--- src/rtl/cra_pkg.sv ---
package cra_pkg;
  typedef enum logic [1:0] {
    ST_IDLE = 2'd0,
    ST_SEND = 2'd1,  // slots offered, waiting for the frame to start
    ST_XMIT = 2'd2,  // command frame on the wire
    ST_WAIT = 2'd3   // read: waiting for status slots
  } cra_state_e;
endpackage

--- src/rtl/cra_cmd_latch.sv ---
module cra_cmd_latch #(
  parameter int CMD_W  = 32,
  parameter int IDX_W  = 7,
  parameter int DATA_W = 16
) (
  input  logic              clk_i,
  input  logic              rst_ni,
  input  logic              load_i,
  input  logic [CMD_W-1:0]  cmd_i,
  output logic              rd_o,
  output logic [IDX_W-1:0]  idx_o,
  output logic [DATA_W-1:0] data_o
);
  localparam int RSV_LO = DATA_W + IDX_W;
  localparam int RSV_HI = CMD_W - 2;

  logic unused_rsvd;
  assign unused_rsvd = ^cmd_i[RSV_HI:RSV_LO];

  always_ff @(posedge clk_i or negedge rst_ni) begin
    if (!rst_ni) begin
      rd_o   <= 1'b0;
      idx_o  <= '0;
      data_o <= '0;
    end else if (load_i) begin
      rd_o   <= cmd_i[CMD_W-1];
      idx_o  <= cmd_i[DATA_W +: IDX_W];
      data_o <= cmd_i[DATA_W-1:0];
    end
  end
endmodule

--- src/rtl/cra_seq.sv ---
module cra_seq
  import cra_pkg::*;
(
  input  logic       clk_i,
  input  logic       rst_ni,
  input  logic       cmd_wr_i,
  input  logic       frame_sync_i,
  input  logic       rd_i,
  input  logic       hit_i,
  output logic       accept_o,
  output logic       capture_o,
  output cra_state_e state_o,
  output logic       done_o
);
  cra_state_e state_q, state_d;
  logic       fin;

  assign accept_o  = cmd_wr_i && (state_q == ST_IDLE);
  assign capture_o = (state_q == ST_WAIT) && hit_i;

  always_comb begin
    state_d = state_q;
    fin     = 1'b0;
    unique case (state_q)
      ST_IDLE: if (cmd_wr_i) state_d = ST_SEND;
      ST_SEND: if (frame_sync_i) state_d = ST_XMIT;
      ST_XMIT: if (frame_sync_i) begin
        if (rd_i) state_d = ST_WAIT;
        else begin
          state_d = ST_IDLE;
          fin     = 1'b1;
        end
      end
      ST_WAIT: if (hit_i) begin
        state_d = ST_IDLE;
        fin     = 1'b1;
      end
      default: state_d = ST_IDLE;
    endcase
  end

  always_ff @(posedge clk_i or negedge rst_ni) begin
    if (!rst_ni) begin
      state_q <= ST_IDLE;
      done_o  <= 1'b0;
    end else begin
      state_q <= state_d;
      done_o  <= fin;
    end
  end

  assign state_o = state_q;
endmodule

--- src/rtl/cra_rx_match.sv ---
module cra_rx_match #(
  parameter int SLOT_W    = 20,
  parameter int TAG_W     = 16,
  parameter int IDX_W     = 7,
  parameter int DATA_W    = 16,
  parameter int READY_BIT = 15,
  parameter int S1_BIT    = 14,
  parameter int S2_BIT    = 13
) (
  input  logic              rx_frame_i,
  input  logic [TAG_W-1:0]  rx_tag_i,
  input  logic [SLOT_W-1:0] rx_slot1_i,
  input  logic [SLOT_W-1:0] rx_slot2_i,
  input  logic [IDX_W-1:0]  idx_i,
  output logic              hit_o,
  output logic [DATA_W-1:0] data_o
);
  localparam int IDX_HI = SLOT_W - 2;
  localparam int PAD1   = SLOT_W - 1 - IDX_W;
  localparam int PAD2   = SLOT_W - DATA_W;

  logic tags_ok;
  logic unused_rx;
  assign unused_rx = ^{rx_slot1_i[SLOT_W-1], rx_slot1_i[PAD1-1:0],
                       rx_slot2_i[PAD2-1:0], rx_tag_i};

  assign tags_ok = rx_tag_i[READY_BIT] && rx_tag_i[S1_BIT] && rx_tag_i[S2_BIT];
  assign hit_o   = rx_frame_i && tags_ok && (rx_slot1_i[IDX_HI -: IDX_W] == idx_i);
  assign data_o  = rx_slot2_i[SLOT_W-1 -: DATA_W];
endmodule

--- src/rtl/cra_ctrl.sv ---
module cra_ctrl
  import cra_pkg::*;
#(
  parameter int CMD_W  = 32,
  parameter int IDX_W  = 7,
  parameter int DATA_W = 16,
  parameter int SLOT_W = 20,
  parameter int TAG_W  = 16
) (
  input  logic              clk_i,
  input  logic              rst_ni,
  input  logic              cmd_wr_i,
  input  logic [CMD_W-1:0]  cmd_wdata_i,
  output logic [CMD_W-1:0]  rd_data_o,
  output logic              busy_o,
  output logic              done_o,
  input  logic              frame_sync_i,
  output logic              tx_slot1_vld_o,
  output logic              tx_slot2_vld_o,
  output logic [SLOT_W-1:0] tx_slot1_o,
  output logic [SLOT_W-1:0] tx_slot2_o,
  input  logic              rx_frame_i,
  input  logic [TAG_W-1:0]  rx_tag_i,
  input  logic [SLOT_W-1:0] rx_slot1_i,
  input  logic [SLOT_W-1:0] rx_slot2_i
);
  localparam int PAD1 = SLOT_W - 1 - IDX_W;
  localparam int PAD2 = SLOT_W - DATA_W;

  logic              accept, capture, hit, cmd_rd, sending;
  logic [IDX_W-1:0]  cmd_idx;
  logic [DATA_W-1:0] cmd_data, rx_data, cap_q;
  cra_state_e        state;

  cra_cmd_latch #(.CMD_W(CMD_W), .IDX_W(IDX_W), .DATA_W(DATA_W)) u_cmd (
    .clk_i (clk_i),
    .rst_ni(rst_ni),
    .load_i(accept),
    .cmd_i (cmd_wdata_i),
    .rd_o  (cmd_rd),
    .idx_o (cmd_idx),
    .data_o(cmd_data)
  );

  cra_seq u_seq (
    .clk_i       (clk_i),
    .rst_ni      (rst_ni),
    .cmd_wr_i    (cmd_wr_i),
    .frame_sync_i(frame_sync_i),
    .rd_i        (cmd_rd),
    .hit_i       (hit),
    .accept_o    (accept),
    .capture_o   (capture),
    .state_o     (state),
    .done_o      (done_o)
  );

  cra_rx_match #(.SLOT_W(SLOT_W), .TAG_W(TAG_W), .IDX_W(IDX_W), .DATA_W(DATA_W)) u_rx (
    .rx_frame_i(rx_frame_i),
    .rx_tag_i  (rx_tag_i),
    .rx_slot1_i(rx_slot1_i),
    .rx_slot2_i(rx_slot2_i),
    .idx_i     (cmd_idx),
    .hit_o     (hit),
    .data_o    (rx_data)
  );

  always_ff @(posedge clk_i or negedge rst_ni) begin
    if (!rst_ni)      cap_q <= '0;
    else if (capture) cap_q <= rx_data;
  end

  assign sending        = (state == ST_SEND);
  assign busy_o         = (state != ST_IDLE);
  assign tx_slot1_vld_o = sending;
  assign tx_slot2_vld_o = sending && !cmd_rd;
  assign tx_slot1_o     = sending ? {cmd_rd, cmd_idx, {PAD1{1'b0}}} : '0;
  assign tx_slot2_o     = sending ? {cmd_data, {PAD2{1'b0}}} : '0;
  assign rd_data_o      = {{(CMD_W-DATA_W){1'b0}}, cap_q};
endmodule

--- config.mk ---
export PLATFORM = sky130hd
export DESIGN_NAME = cra_ctrl
export DESIGN_NICKNAME = d
export VERILOG_FILES = /design/src/rtl/cra_pkg.sv /design/src/rtl/cra_cmd_latch.sv /design/src/rtl/cra_seq.sv /design/src/rtl/cra_rx_match.sv /design/src/rtl/cra_ctrl.sv
export SDC_FILE = /design/constraint.sdc
export NUM_CORES = 1
export LEC_CHECK = 0
export CAP_MARGIN = 20
export CORE_ASPECT_RATIO = 0.5
export CORE_UTILIZATION = 34
export CTS_BUF_LIST = sky130_fd_sc_hd__clkbuf_8
export DETAILED_ROUTE_END_ITERATION = 8
export GPL_ROUTABILITY_DRIVEN = 0
export PLACE_DENSITY = 0.93
export REMOVE_ABC_BUFFERS = 1
export SLEW_MARGIN = 20
export SYNTH_ARGS = -nofsm -noshare
export SYNTH_HDL_FRONTEND = slang
export SYNTH_SLANG_ARGS = --single-unit
--- constraint.sdc ---
create_clock -name clk_i -period 2.3 [get_ports clk_i]
set_clock_uncertainty 0.1 [all_clocks]
set_input_delay 0.69 -clock clk_i [delete_from_list [all_inputs] [get_ports clk_i]]
set_output_delay 0.69 -clock clk_i [all_outputs]
set_load 0.02 [all_outputs]
==> flow_metrics.py <==
metrics = {
    "synthesis": {
        "yosys.area.top_type_share_pct": 49.54,
        "synth_top_family_by_area": "multiplexers",
        "synth_xor_area_share_pct": 2.823,
        "synth_warnings": 0,
        "synth_area_per_cell_um2": 12.63,
        "yosys.area_share.adder_pct": 0,
        "ys_top_cells_by_area": "dfrtp_1 (50%), mux2_2 (17%), buf_4 (11%), and2_1 (6.9%), mux2_4 (4.8%)",
        "synth-simple-area-share_pct": 10.66,
        "synth_top_area_cell": "dfrtp_1",
        "synth_area_um2": 2172,
        "synth_cell_types": 26,
        "synth-compound-area-share_pct": 1.959,
        "syn_inst": 172,
        "ys_seq_area_share_pct": 49.54,
        "synth_mux_area_share_pct": 21.95,
        "ys_ff_latch": 43,
    },
    "die": {
        "die_y_um": 58.52,
        "boundaryPins": 169,
        "core-area_um2": 6106,
        "num_rows": 20,
        "start_util_pct": 35.57,
        "dieArea_um2": 6732,
        "die_x_um": 115.0,
    },
    "pwr": {
        "swShare_pct": 35.37,
        "peakVddDrop_uv": 364.7,
        "powerDensity_nw_per_um2": 963.9,
        "power_frac_seq_pct": 36.4,
        "leakage_nw": 1.505,
        "cell_internal_pwr_w": 0.002058,
        "total_power_w": 0.003184,
        "p_switching_w": 0.001126,
        "pwr-share-comb_pct": 44.8,
        "pwr-share-clk_pct": 18.7,
    },
    "clock_tree": {
        "clk-insertion-delay-late_ns": 0.30,
        "cts_buffers": 5,
        "root_buffer": "clkbuf_8",
        "cts_setup_buffers": 0,
        "cts_hold_buffers": 0,
        "clock_sinks": 43,
        "clkSlewWorstSetupHoldPaths_ns": 0.09,
        "cts_max_level": 2,
        "cts_tree": "done",
        "clock_path_buffers": 2,
    },
    "global_routing": {
        "grt-ovfl-total": 0,
        "antenna_found_initial": 0,
        "grt_max_degree": 25,
        "grt_usage_pct": 16.44,
        "grt_pass1_vias": 1650,
        "grt_pass1_wl_um": 8321,
    },
    "cells_and_area": {
        "area_delta_synth_final_pct": 52.07,
        "fin_util_pct": 54.10,
        "insertedDiodeCount": 0,
        "stdcell_count": 369,
        "n_fill_cell": 466,
        "drive_gt1_share_pct": 30.60,
        "design_area_um2": 3303,
        "nets": 373,
    },
    "worst_setup_path": {
        "endpoint_kind": "output pin",
        "r2r_start": "u_cmd.idx_o[1]$_DFFE_PN0P_",
        "arrival_ns": 1.45,
        "cp-endpoint": "busy_o",
        "reg2reg_slack_ns": 0.46,
        "startpoint_type": "flop",
        "criticalPathCategory": "reg -> out",
        "cp-startpoint": "u_seq.state_o[1]$_DFFE_PN0P_",
        "worstPathMaxFanout": 5,
        "cp.required_ns": 1.51,
        "r2r_cells": 5,
        "reg2reg_to": "cap_q[9]$_DFFE_PN0P_",
    },
    "routing": {
        "routed_wl_um": 5396,
        "met2_length_um": 3150,
        "postRouteAntennaNets": 0,
        "wl_met1_um": 1931,
        "top_layer": "met4",
        "wl_met3_um": 180,
        "wire_per_inst_um": 14.62,
        "num_vias": 1616,
        "first_iter_violations": 55,
        "remaining_drc_errors": 0,
        "dr.pass1.iters": 4,
        "vias_per_cell": 4.379,
    },
    "timing": {
        "min_period_over_period_pct": 97.53,
        "setup_slack_ns": 0.05672,
        "finalHoldViolCount": 0,
        "maxSlewViolCount": 0,
        "timing.fmax_ghz": 0.4458,
        "setup_viol": 0,
        "fin_crit_ns": 2.243,
    },
    "place": {
        "dp_cells": 361,
        "place_hpwl_um": 4142,
        "port_buffers": 98,
        "placed_area_um2": 3201,
        "place_ws_ns": -0.2281,
    },
    "hold_path": {
        "min_path_type": "in -> async",
    },
    "outcome": {
        "status": "finished clean",
    },
    "flow_run": {
        "maxCapViolCount": 0,
    },
}
## cells in the mapped netlist, drive strengths merged
master	number
nor4	1
nor2	1
a21oi	1
and3	1
inv	3
conb	1
dfrtp	43
o2bb2ai	1
nor2b	2
nor3	1
or2	1
mux2	40
xor2	5
o41ai	1
nand4	2
nand2	2
xnor2	2
buf	35
and2	24
o21ai	1
clkbuf	2
a21boi	2
## flip-flops by register name, indices dropped and copies added, names as in the netlist
signal         flops
u_cmd.idx_o        7
u_cmd.rd_o         1
u_cmd.data_o      16
u_seq.done_o       1
u_seq.state_o      2
cap_q             16
## placed cells by master, fill, tap and decap left out, drive strengths merged, types with 2 or more instances in the layout
cell	netlist	layout
a21boi	2	2
nor2b	2	2
clkbuf	2	11
nand4	2	2
xor2	5	5
and2	24	24
nand2	2	2
clkdlybuf4s15	0	19
buf	35	11
clkdlybuf4s50	0	70
xnor2	2	2
inv	3	3
mux2	40	40
dfrtp	43	43
conb	1	32
clkinv	0	2
## routing by layer
metal | track usage (%) | up-vias
li1 | - | 720
met2 | 32.79 | 56
met1 | 17.39 | 828
met3 | 3.090 | 12
met4 | 6.679 | 0
met5 | 0 | -
## power by group through the flow
stage / clock [W] / sequential, W / combinational (W)
after global placement: 0 / 0.00114 / 0.00146
final: 0.000597 / 0.00116 / 0.00143
after global routing: 0.000641 / 0.00120 / 0.00152
after CTS: 0.000608 / 0.00116 / 0.00145
after floorplan: 0 / 0.00114 / 0.000821
after detailed placement: 0 / 0.00117 / 0.00151
## cell families (layout without fill, tap and decap cells)
group	count (synthesis)	in the layout
flops	43	43
mux	40	40
buf+inv	40	118
simple gates	35	35
xor+xnor	7	7
compound gates	6	6
other cells	1	32
## critical path, stage by stage, from the launching register on
cell,delay [ns]
dfrtp_1,0.40
buf_4,0.16
or2_2,0.31
clkdlybuf4s15_1,0.30
## stage by stage
step	hold slack (ns)	setup TNS, ns
finish	0.1515	0
global route	0.1539	-0.0002862
global placement	0.3815	-2.671
detailed placement	0.3886	-3.578
CTS	0.1500	0
floorplan	0.2944	-5.678
## final cells by class
class | instances | area, um2 | share of cell area (%)
Multi-Input combinational cell | 120 | 937.1 | 28.37
Timing Repair Buffer | 107 | 1056 | 31.97
Inverter | 3 | 11.26 | 0.3409
Sequential cell | 43 | 1076 | 32.58
Clock inverter | 3 | 43.79 | 1.326
Clock buffer | 5 | 68.82 | 2.083
Tap cell | 88 | 110.1 | 3.333
## repair_timing
item,in CTS,in global routing
pin swaps,0,0
gates cloned,0,0
resized for setup,70,9
setup endpoints to repair,27,17
## worst min path at each step
| stage | end | from |
|---|---|---|
| after CTS | u_cmd.data_o[5]$_DFFE_PN0P_ | rst_ni |
| after global routing | u_cmd.data_o[6]$_DFFE_PN0P_ | rst_ni |
| after floorplan | cap_q[0]$_DFFE_PN0P_ | rst_ni |
| final | u_cmd.data_o[5]$_DFFE_PN0P_ | rst_ni |
| after global placement | u_cmd.data_o[6]$_DFFE_PN0P_ | u_cmd.data_o[6]$_DFFE_PN0P_ |
| after detailed placement | u_cmd.data_o[2]$_DFFE_PN0P_ | u_cmd.data_o[2]$_DFFE_PN0P_ |
Note: power is estimated with default switching activity, not from simulation.
